<file path="config.mk">
export PLATFORM = sky130hd
export DESIGN_NAME = uart_cts_tx
export DESIGN_NICKNAME = d
export VERILOG_FILES = /design/src/rtl/uctx_pkg.sv /design/src/rtl/uctx_cts_sync.sv /design/src/rtl/uctx_hold.sv /design/src/rtl/uctx_ctrl.sv /design/src/rtl/uctx_frame.sv /design/src/rtl/uart_cts_tx.sv
export SDC_FILE = /design/constraint.sdc
export NUM_CORES = 1
export LEC_CHECK = 0
export BUFFER_PORTS_ARGS = -buffer_cell sky130_fd_sc_hd__buf_2
export CORE_MARGIN = 2
export CORE_UTILIZATION = 23
export DETAILED_ROUTE_END_ITERATION = 10
export SLEW_MARGIN = 20
export SYNTH_ARGS = -nofsm -noshare
export SYNTH_HDL_FRONTEND = slang
export SYNTH_SLANG_ARGS = --single-unit
export TNS_END_PERCENT = 100
</file>
<file path="constraint.sdc">
create_clock -name clk -period 4.4 [get_ports clk]
set_input_delay 0.22 -clock clk [delete_from_list [all_inputs] [get_ports clk]]
set_output_delay 0.22 -clock clk [all_outputs]
set_load 0.01 [all_outputs]
</file>
<file path="src/rtl/uctx_pkg.sv">
package uctx_pkg;
   // Static frame options sampled when a frame is launched
   typedef struct packed {
      logic par_en;
      logic two_stop;
   } uctx_fmt_t;

   function automatic int unsigned frame_max(input int unsigned dw);
      return dw + 4;   // start + data + parity + two stops
   endfunction
endpackage

</file>
<file path="src/rtl/uctx_cts_sync.sv">
module uctx_cts_sync #(
   parameter int unsigned STAGES = 2
) (
   input  logic clk,
   input  logic rst_n,
   input  logic cts_n,
   output logic cts_n_s
);
   generate
      if (STAGES == 0) begin : g_pass
         assign cts_n_s = cts_n;
      end else begin : g_sync
         logic [STAGES-1:0] chain;
         always_ff @(posedge clk or negedge rst_n) begin
            if (!rst_n) begin
               chain <= '1;
            end else begin
               chain[0] <= cts_n;
               for (int i = 1; i < STAGES; i++) chain[i] <= chain[i-1];
            end
         end
         assign cts_n_s = chain[STAGES-1];
      end
   endgenerate
endmodule

</file>
<file path="src/rtl/uctx_hold.sv">
module uctx_hold #(
   parameter int unsigned DATA_W = 8
) (
   input  logic              clk,
   input  logic              rst_n,
   input  logic              wr_en,
   input  logic [DATA_W-1:0] wr_data,
   input  logic              take,
   input  logic              flush,
   output logic              hold_valid,
   output logic [DATA_W-1:0] hold_data
);
   always_ff @(posedge clk or negedge rst_n) begin
      if (!rst_n) begin
         hold_valid <= 1'b0;
         hold_data  <= '0;
      end else if (flush) begin
         hold_valid <= 1'b0;
      end else if (wr_en) begin
         hold_valid <= 1'b1;
         hold_data  <= wr_data;
      end else if (take) begin
         hold_valid <= 1'b0;
      end
   end


   flush_chk: assert property (@(posedge clk) disable iff (!rst_n)
      flush |=> !hold_valid);
endmodule

</file>
<file path="src/rtl/uctx_ctrl.sv">
module uctx_ctrl (
   input  logic clk,
   input  logic rst_n,
   input  logic task_start,
   input  logic task_stop,
   input  logic task_suspend,
   input  logic frame_busy,
   input  logic frame_done,
   output logic run,
   output logic launch_ok
);
   logic susp_pend;

   always_ff @(posedge clk or negedge rst_n) begin
      if (!rst_n) begin
         run       <= 1'b0;
         susp_pend <= 1'b0;
      end else begin
         if (task_stop) begin
            run       <= 1'b0;
            susp_pend <= 1'b0;
         end else if (task_start) begin
            run       <= 1'b1;
            susp_pend <= 1'b0;
         end else if (task_suspend) begin
            if (frame_busy) susp_pend <= 1'b1;
            else            run       <= 1'b0;
         end else if (susp_pend && frame_done) begin
            run       <= 1'b0;
            susp_pend <= 1'b0;
         end
      end
   end

   assign launch_ok = run && !susp_pend;


   susp_park_chk: assert property (@(posedge clk) disable iff (!rst_n)
      (susp_pend && !task_start && !task_stop) |-> !launch_ok);
endmodule

</file>
<file path="src/rtl/uctx_frame.sv">
module uctx_frame
   import uctx_pkg::*;
#(
   parameter int unsigned DATA_W = 8
) (
   input  logic              clk,
   input  logic              rst_n,
   input  logic              bit_tick,
   input  logic              launch_req,
   input  logic              abort,
   input  logic [DATA_W-1:0] data,
   input  uctx_fmt_t         fmt,
   output logic              take,
   output logic              busy,
   output logic              done,
   output logic              txd
);
   localparam int unsigned FRAME_MAX = frame_max(DATA_W);
   localparam int unsigned CNT_W     = $clog2(FRAME_MAX + 1);

   logic [FRAME_MAX-1:0] img, shift;
   logic [CNT_W-1:0]     nbits, left;

   always_comb begin
      img           = '1;
      img[0]        = 1'b0;
      img[DATA_W:1] = data;
      if (fmt.par_en) img[DATA_W+1] = ^data;
      nbits = CNT_W'(DATA_W + 2) + CNT_W'(fmt.par_en) + CNT_W'(fmt.two_stop);
   end

   assign take = launch_req && bit_tick && !busy && !abort;

   always_ff @(posedge clk or negedge rst_n) begin
      if (!rst_n) begin
         busy  <= 1'b0;
         done  <= 1'b0;
         txd   <= 1'b1;
         shift <= '1;
         left  <= '0;
      end else begin
         done <= 1'b0;
         if (abort) begin
            busy <= 1'b0;
            txd  <= 1'b1;
            left <= '0;
         end else if (take) begin
            busy  <= 1'b1;
            txd   <= img[0];
            shift <= img >> 1;
            left  <= nbits - CNT_W'(1);
         end else if (busy && bit_tick) begin
            if (left == '0) begin
               busy <= 1'b0;
               done <= 1'b1;
               txd  <= 1'b1;
            end else begin
               txd   <= shift[0];
               shift <= {1'b1, shift[FRAME_MAX-1:1]};
               left  <= left - CNT_W'(1);
            end
         end
      end
   end


   ready_single_chk: assert property (@(posedge clk) disable iff (!rst_n)
      done |=> !done);

   ready_after_stop_chk: assert property (@(posedge clk) disable iff (!rst_n)
      done |-> ($past(txd) && txd));

   abort_chk: assert property (@(posedge clk) disable iff (!rst_n)
      abort |=> (txd && !busy && !done));

   idle_high_chk: assert property (@(posedge clk) disable iff (!rst_n)
      (!busy && !take) |=> txd);
endmodule

</file>
<file path="src/rtl/uart_cts_tx.sv">
module uart_cts_tx
   import uctx_pkg::*;
#(
   parameter int unsigned DATA_W   = 8,
   parameter int unsigned CTS_SYNC = 2
) (
   input  logic              clk,
   input  logic              rst_n,
   input  logic              bit_tick,
   input  logic              task_start,
   input  logic              task_stop,
   input  logic              task_suspend,
   input  logic              wr_en,
   input  logic [DATA_W-1:0] wr_data,
   input  logic              cfg_parity_en,
   input  logic              cfg_two_stop,
   input  logic              cfg_flow_en,
   input  logic              cts_n,
   output logic              txd,
   output logic              tx_ready
);
   generate
      if (DATA_W < 5 || DATA_W > 9) begin : g_bad_width
         $error("uart_cts_tx: DATA_W must be 5..9");
      end
      if (CTS_SYNC > 4) begin : g_bad_sync
         $error("uart_cts_tx: CTS_SYNC must be 0..4");
      end
   endgenerate

   logic              cts_n_s, cts_ok;
   logic              hold_valid, take, busy, run, launch_ok, launch_req;
   logic [DATA_W-1:0] hold_data;
   uctx_fmt_t         fmt;

   assign fmt.par_en   = cfg_parity_en;
   assign fmt.two_stop = cfg_two_stop;

   uctx_cts_sync #(.STAGES(CTS_SYNC)) u_sync (
      .clk(clk), .rst_n(rst_n), .cts_n(cts_n), .cts_n_s(cts_n_s));

   assign cts_ok     = !cfg_flow_en || !cts_n_s;
   assign launch_req = launch_ok && hold_valid && cts_ok;

   uctx_hold #(.DATA_W(DATA_W)) u_hold (
      .clk(clk), .rst_n(rst_n), .wr_en(wr_en), .wr_data(wr_data),
      .take(take), .flush(task_stop),
      .hold_valid(hold_valid), .hold_data(hold_data));

   uctx_ctrl u_ctrl (
      .clk(clk), .rst_n(rst_n), .task_start(task_start), .task_stop(task_stop),
      .task_suspend(task_suspend), .frame_busy(busy), .frame_done(tx_ready),
      .run(run), .launch_ok(launch_ok));

   uctx_frame #(.DATA_W(DATA_W)) u_frame (
      .clk(clk), .rst_n(rst_n), .bit_tick(bit_tick), .launch_req(launch_req),
      .abort(task_stop), .data(hold_data), .fmt(fmt), .take(take),
      .busy(busy), .done(tx_ready), .txd(txd));


   cts_hold_chk: assert property (@(posedge clk) disable iff (!rst_n)
      (cfg_flow_en && cts_n_s && !busy) |=> !busy);

   no_run_chk: assert property (@(posedge clk) disable iff (!rst_n)
      (!run && !busy) |=> !busy);
endmodule

</file>
# Word level (Yosys, flattened, before mapping)
# Index checks and enable logic that the tools add are counted.
word_totals:
  word_cells: 78
  register_bits: 32
op_classes:
  addsub: 4
  n_eq_ne: 4
  mux: 32
  n_reduce_logical: 27
  bitwise: 1
op_table:
  columns: ["op", "n"]
  rows:
  - ["$mux 12", 3]
  - ["$mux 1", 25]
  - ["$mux 4", 4]
  - ["$reduce_and 2->1", 5]
  - ["$reduce_bool 3->1", 3]
  - ["$logic_and 1x1->1", 8]
  - ["$reduce_xor 8->1", 1]
  - ["$sub 4x1->4 const B", 2]
  - ["$logic_not 1->1", 5]
  - ["$add 4x1->4", 1]
  - ["$add 4x1->4 const A", 1]
  - ["$logic_not 4->1", 1]
  - ["$ne 4x3->1 const B", 1]
  - ["$ne 4x4->1 const B", 1]
  - ["$reduce_bool 4->1", 1]
  - ["$ne 3x3->1 const B", 1]
  - ["$reduce_and 3->1", 1]
  - ["$ne 2x2->1 const B", 1]
  - ["$reduce_bool 2->1", 1]
  - ["$logic_or 1x1->1", 1]
  - ["$not 1->1", 1]

# Logic depth before layout (Yosys ltp)
# Gate-level depths: netlist of run 1.
logic_depth:
  word_depth: 10
  depth_mapped: 7
  ltp_nobuf: 6

# Modules after synthesis
# From an unflattened synthesis of run 1, not the netlist that was laid out.
unflattened:
  cells_unflattened: 130
  hier_area_um2: 1595.3
modules_own_cells:
  columns: ["module", "cells_each", "n_inst", "area_each_um2", "seq_area_each_um2"]
  rows:
  - ["uctx_frame", 93, 1, 1026.0, 491.7]
  - ["uctx_hold", 22, 1, 385.4, 225.2]
  - ["uctx_ctrl", 11, 1, 118.9, 50.0]
  - ["uctx_cts_sync", 2, 1, 52.6, 52.6]
  - ["uart_cts_tx", 2, 1, 12.5, 0.0]

# Least setup slack after synthesis of run 1
# Ideal clock, no wire load.
synth_timing:
  kind: "reg-to-reg"
  start: "reg u_frame.left[0]"
  end: "reg u_frame.shift[8]"
  synth_period_minus_slack_ns: 1.635
  setup_ns: 0.085
  arrival_ns: 1.551
  n_path_buf: 1
  stages_incl_launch_ff: 8
  setup_slack_ns: 2.765
  cell_sequence: "dfrtp_1 inv_1 ha_1 nor3b_2 or3_1 buf_2 a221oi_2 a31oi_1"
synth_between:
  elab_chain_cells: 3
synth_rtl:
  columns: ["element", "line_no", "rtl"]
  rows:
  - ["from (decl)", "uctx_frame.sv:22", "logic [CNT_W-1:0] nbits, left;"]
  - ["from (signal assigned)", "uctx_frame.sv:51", "left <= nbits - CNT_W'(1);"]
  - ["from (signal assigned)", "uctx_frame.sv:60", "left <= left - CNT_W'(1);"]
  - ["$logic_not 4->1", "uctx_frame.sv:53", "if (left == '0) begin"]
  - ["$ne 2x2->1 (no line)", null, null]
  - ["$reduce_and 3->1 (no line)", null, null]
  - ["to (signal assigned)", "uctx_frame.sv:50", "shift <= img >> 1;"]
  - ["to (signal assigned)", "uctx_frame.sv:59", "shift <= {1'b1, shift[FRAME_MAX-1:1]};"]
  - ["to (decl)", "uctx_frame.sv:21", "logic [FRAME_MAX-1:0] img, shift;"]
# No other way between the ends.
# A chain may end at the register's enable or synchronous reset.

# Final worst setup path of run 1
# Ends and elaborated chain as after synthesis.

==> impl_metrics.py, run 1 <==
metrics = {
    "grt": {
        "grt_pass1_wl_um": 5240,
        "grt_max_degree": 33,
        "antenna_found_initial": 0,
        "grt_pass1_vias": 1131,
        "met3_usage_pct": 3.21,
        "use_met1_pct": 12.5,
        "grt-busiest-layer": "met2",
        "grtUsageMet2_pct": 13.7,
        "overflow": 0,
        "gr-usage-all-layers_pct": 9.21,
    },
    "routing": {
        "via_count": 1033,
        "avgViaCountPerCell": 4.40,
        "drtIter0Drc": 45,
        "drc": 0,
        "wl_um": 2910,
        "wl_per_cell_um": 12.4,
        "ant_nets": 0,
        "drt_pre_antenna_iters": 5,
    },
    "placed_design": {
        "dpl_cell_area_um2": 1690,
        "gp_congestion": 0.765,
        "dp.cells": 227,
        "dp_hpwl_um": 2060,
        "port_buffers": 20,
        "place_ws_ps": 2620,
    },
    "job": {
        "max_cap_viol_count": 0,
    },
    "timing": {
        "finalSetupViolCount": 0,
        "rsz0062_at_grt": "false",
        "finalCritPeriodShare_pct": 41.0,
        "finalMaxSlewViolations": 0,
        "worstMarginPinSlew_ps": 733,
        "clock_skew_ps": 6.04,
        "setup_tns_ps": 0,
        "setup_slack_ps": 2590,
        "hold_violations": 17,
        "relSlewSlack_pct": 50.9,
        "min_period_ps": 1810,
        "fmaxAchievable_ghz": 0.554,
        "holdWs_ps": -18.4,
    },
    "floorplanning": {
        "dieWidth_um": 85.2,
        "ios": 21,
        "die-area_um2": 7260,
        "core.rowCount": 29,
        "dieHeight_um": 85.2,
        "start_util_pct": 23.9,
        "core-area_um2": 6350,
    },
    "pwr": {
        "irDropWorstVdd_mv": 0.215,
        "power_leakage_nw": 0.750,
        "power_density_nw_per_um2": 439,
    },
    "status": {
        "violations": "hold timing",
        "status": "complete, but fails checks",
    },
    "synthesis": {
        "seq_area_frac_synth_pct": 54.0,
        "netlist_area_um2": 1520,
        "synth-main-ff-cell": "dfrtp_1",
        "synth_cell_types": 36,
        "syn-instance-count": 135,
        "avgSynthCellArea_um2": 11.2,
        "netlist.area_leader.share_pct": 28.0,
        "ys_seq_elements": 32,
        "synth_nets": 157,
        "yosysTopAreaCell": "dfrtp_1",
        "synth_warnings": 0,
        "synth_edf_count": 0,
        "synthArstFlopShare_pct": 100,
        "synthTopCellsByArea": "dfrtp_1 (28%), dfstp_2 (26%), mux2_2 (5.9%)",
    },
    "final_layout": {
        "final_common_cell": "buf_2",
        "syn_to_final_growth_pct": 18.6,
        "finalInstanceArea_um2": 1800,
        "layout-drive-gt1-share_pct": 36.1,
        "finalNonFillerCells": 235,
        "nNetsFinal": 179,
        "mostFrequentLayoutCells": "buf_2 (20), dfrtp_1 (17), dfstp_2 (15)",
        "insertedDiodeCount": 0,
    },
    "clock_network": {
        "clock-sinks": 32,
        "cts_tree": "built",
        "cts_root_buffer": "clkbuf_8",
        "clockBufferDepth": 2,
        "cts.clk_slew.worst_paths_ps": 70,
        "cts_buffers": 5,
        "clock_latency_ps": 280,
        "postCtsSetupRepairBufs": 0,
        "cts_resized": 0,
        "cts.htree.levels": 2,
        "postCtsHoldBufs": 0,
    },
    "critical_path": {
        "worstSetupEndpoint": "u_frame.shift[8]",
        "required_ps": 4580,
        "worstSetupPathType": "reg -> reg",
        "timing.rr.start": "u_frame.left[0]",
        "crit_start": "u_frame.left[0]",
        "worstRegToRegCells": 6,
        "worstPathArrival_ps": 1980,
        "cp_max_fo": 6,
        "cp-start-kind": "register",
        "end_kind": "register",
        "r2r_end": "u_frame.shift[8]",
        "rrSetupSlack_ps": 2590,
    },
    "hold_path": {
        "min_path_type": "in -> async",
    },
}
-- per-layer routing --
metal,vias to the layer above,wire length (µm),part of all wire [%]
li1,516,-,-
met1,493,1420,49
met2,22,1310,45
met3,2,156,5.4
met4,0,17,0.58
met5,-,0,0
-- through the flow --
stage	util (%)	hold WS [ps]	total power, mW
2_1_floorplan	-	-75.6	0.485
3_3_place_gp	26.6	310	0.520
3_5_place_dp	26.7	310	0.523
4_1_cts	28.4	8.23	0.800
5_1_grt	28.4	20.9	0.841
6_report	28.4	-18.4	0.791
-- state kept, by name, indices dropped and copies added, names as in the netlist --
register,cells
u_frame.shift,12
u_hold.hold_data,8
u_frame.left,4
u_sync.g_sync.chain,2
u_ctrl.run,1
u_ctrl.susp_pend,1
u_frame.busy,1
u_frame.done,1
u_frame.txd,1
u_hold.hold_valid,1
-- power breakdown --
| part | internal (mW) | switching, mW |
|---|---|---|
| Sequential | 0.369 | 0.0335 |
| Combinational | 0.0622 | 0.0527 |
| Clock | 0.168 | 0.106 |
| Total | 0.599 | 0.192 |
-- cells in the mapped netlist (2+ instances only) --
cell	n
or3_1	2
a2bb2oi_1	2
nor3_1	6
o21ai_0	7
a21oi_1	11
mux2_2	8
ha_1	3
inv_1	12
nor2_1	5
o22ai_1	2
nor2b_1	2
xnor2_1	8
buf_2	3
a22oi_1	8
nand2_1	4
nand3_1	2
dfrtp_1	17
dfstp_2	15
-- area by class of cell --
type / count / area (µm²)
fillers: 659 / 4550
flip-flops and latches: 32 / 820
multi-input cells: 86 / 632
repair buffers: 20 / 100
well taps: 77 / 96.3
clock buffers: 6 / 72.6
inverters: 12 / 45.0
clock inverters: 2 / 35.0
-- how the worst min path moves through the flow --
stage / endpoint / slack, ps / cells past startpoint
2_1_floorplan: u_ctrl.run / -80 / 0
3_3_place_gp: u_ctrl.run / 310 / 1
3_5_place_dp: u_ctrl.susp_pend / 310 / 1
4_1_cts: u_hold.hold_data[0] / 8 / 1
5_1_grt: u_sync.g_sync.chain[0] / 20 / 1
6_report: u_ctrl.run / -20 / 1
-- cells by family after synthesis --
group,synth area share (%)
and+or+nand+nor,10.6
DFF,54.0
xor gates and xnor gates,5.19
buffers and inverters,4.70
muxes,5.94
AOI/OAI and AO/OA,17.1
adders and majority gates,2.47
-- critical path, cell delays in order, from the launching register on --
cell and delay, ps:
dfrtp_1 370, inv_1 80, ha_1 200, nor3b_2 180, or3_1 500, a221oi_2 310, a31oi_1 60
Note: power is estimated with default switching activity, not from simulation.
==> inputs of run 2 (changes only) <==
ABC_AREA = 1   (was not set)
clock period = 1.88 ns   (was 4.4 ns; I/O delays follow)
==> impl_metrics.py, run 2 <==
metrics = {
    "critical_path": {
        "crit_start": "u_frame.left[0]",
        "worstSetupEndpoint": "u_frame.shift[7]",
        "cp_cell_sequence": "inv_1, ha_1, nand2_2, nand2_2, nor2_2, inv_2, nand2_4, inv_4, nand2_1, nand3_1",
        "cp_max_fo": 10,
        "worstSetupPathType": "reg -> reg",
        "required_ps": 2090,
        "critPathMaxStageDelay_ps": 370,
        "r2r_end": "u_frame.shift[7]",
        "cpMostUsedCell": "nand2_2",
        "cp-start-kind": "register",
        "rrSetupSlack_ps": 360,
        "worstRegToRegCells": 10,
        "worstPathArrival_ps": 1730,
        "timing.rr.start": "u_frame.left[0]",
        "end_kind": "register",
        "slowest_stage": "dfrtp_1",
    },
    "timing": {
        "relSlewSlack_pct": 52.2,
        "setup_tns_ps": 0,
        "hold_violations": 0,
        "min_period_ps": 1520,
        "worstMarginPinSlew_ps": 717,
        "fmaxAchievable_ghz": 0.656,
        "finalMaxSlewViolations": 0,
        "rsz0062_at_grt": "false",
        "finalCritPeriodShare_pct": 81.0,
        "clock_skew_ps": 5.79,
        "finalSetupViolCount": 0,
    },
    "grt": {
        "antenna_found_initial": 0,
        "overflow": 0,
        "grt_pass1_wl_um": 5980,
        "grt_max_degree": 33,
        "gr-usage-all-layers_pct": 9.93,
        "grt_pass1_vias": 1348,
    },
    "floorplanning": {
        "die-area_um2": 7820,
        "core-area_um2": 6830,
        "dieWidth_um": 88.4,
        "dieHeight_um": 88.4,
        "start_util_pct": 24.0,
        "core.rowCount": 30,
        "ios": 21,
    },
    "placed_design": {
        "port_buffers": 20,
        "gp_congestion": 0.781,
        "dp.cells": 323,
        "dp_hpwl_um": 2450,
    },
    "final_layout": {
        "nNetsFinal": 258,
        "final_common_cell": "nand2_1",
        "largest-register": "u_frame.shift",
        "top_regs": "u_frame.shift: 12 flops, u_hold.hold_data: 8 flops, u_frame.left: 4 flops",
        "layout-drive-gt1-share_pct": 26.3,
        "fillers": 770,
        "post-route-util_pct": 28.8,
        "mostFrequentLayoutCells": "nand2_1 (80), buf_2 (20), inv_1 (19)",
        "insertedDiodeCount": 0,
        "finalNonFillerCells": 332,
        "seq_area_um2": 820,
        "syn_to_final_growth_pct": 20.2,
        "largest_reg_flops": 12,
        "multiInputGateArea_um2": 714,
    },
    "routing": {
        "wl_um": 3320,
        "drc": 0,
        "avgViaCountPerCell": 4.03,
        "ant_nets": 0,
        "via_count": 1338,
        "drtIter0Drc": 61,
        "drt_pre_antenna_iters": 4,
        "wl_per_cell_um": 10.0,
    },
    "synthesis": {
        "netlist.area_leader.share_pct": 26.0,
        "synthArstFlopShare_pct": 100,
        "synth_edf_count": 0,
        "synthTopCellsByArea": "dfrtp_1 (26%), dfstp_2 (24%), nand2_1 (18%)",
        "ys_seq_elements": 32,
        "yosysMostFrequentCell": "nand2_1",
        "synth_common_cells": "nand2_1 (80), inv_1 (19), dfrtp_1 (17)",
        "seq_area_frac_synth_pct": 50.0,
        "synth-main-ff-cell": "dfrtp_1",
        "yosysTopAreaCell": "dfrtp_1",
        "synth_nets": 230,
        "synth_cell_types": 26,
        "avgSynthCellArea_um2": 7.88,
        "syn-instance-count": 208,
        "netlist_area_um2": 1640,
        "synth_warnings": 0,
    },
    "clock_network": {
        "cts.htree.levels": 2,
        "cts_buffers": 5,
        "cts_root_buffer": "clkbuf_8",
        "cts.clk_slew.worst_paths_ps": 70,
        "cts_tree": "built",
        "clockBufferDepth": 2,
        "clock-sinks": 32,
        "postCtsHoldBufs": 2,
        "postCtsSetupRepairBufs": 0,
        "cts_resized": 0,
        "clock_latency_ps": 280,
    },
    "hold_path": {
        "min_path_type": "in -> reg",
    },
    "pwr": {
        "switching_power_mw": 0.587,
        "p_sw_share_pct": 29.3,
        "power_density_nw_per_um2": 1020,
        "internal_power_mw": 1.42,
        "power_frac_clock_pct": 28.7,
        "irDropWorstVdd_mv": 0.279,
        "power_leakage_nw": 0.996,
        "p_comb_share_pct": 20.1,
        "seqPwrFrac_pct": 51.1,
    },
    "status": {
        "status": "finished clean",
    },
    "job": {
        "max_cap_viol_count": 0,
    },
}
## run 2: per-layer routing
| metal | vias to the layer above | track usage (%) | part of all wire, % |
|---|---|---|---|
| met4 | 0 | 4.13 | 1.0 |
| met5 | - | 0 | 0 |
| li1 | 707 | - | - |
| met2 | 27 | 14.9 | 43 |
| met1 | 600 | 13.4 | 52 |
| met3 | 4 | 2.80 | 4.0 |
## run 2: layout make-up
cell class	count	share of cell area, %
well taps	96	6.10
inverters	24	4.70
clock buffers	7	4.89
repair buffers	23	6.48
multi-input cells	150	36.3
flip-flops and latches	32	41.6
## run 2: stage by stage
stage	power, mW	worst slack (ps)	hold WS, ps	area [µm²]
after CTS	2.03	357	5.97	1970
after floorplan	1.32	637	-202	1640
final	2.00	357	15.6	1970
after global routing	2.15	179	19.5	1970
after detailed placement	1.44	367	201	1850
after global placement	1.42	440	188	1850
## run 2: how the worst min path moves through the flow
stage                   start                to  slack, ps  cells after the start
CTS                 task_stop      u_frame.done          6                      2
floorplan               rst_n        u_ctrl.run       -200                      0
global placement        rst_n  u_ctrl.susp_pend        190                      1
detailed placement      rst_n  u_ctrl.susp_pend        200                      1
global route        task_stop      u_frame.done         20                      2
finish              task_stop      u_frame.done         20                      2
## run 2: worst max-delay path, delay by kind of cell, from the launching register on
family | cells | cell delay, ps
adders and majority gates | 1 | 210
buffers and inverters | 3 | 260
and+or+nand+nor | 6 | 610
DFF | 1 | 370
## run 2: cell families after synthesis
kind of cell	Yosys count	share of synthesized area [%]
flip-flops	32	50.0
adder cells (fa/ha/maj)	3	2.29
AND/OR/NAND/NOR	126	33.5
AO/OA/AOI/OAI	20	7.25
XOR/XNOR	1	0.534
buffers and inverters	26	6.41
## run 2: power by group through the flow
stage | Sequential [mW] | Combinational [mW] | Clock, mW
after detailed placement | 1.04 | 0.406 | 0
after CTS | 1.03 | 0.410 | 0.597
final | 1.02 | 0.403 | 0.575
after floorplan | 1.01 | 0.310 | 0
after global placement | 1.03 | 0.393 | 0
after global routing | 1.05 | 0.478 | 0.628
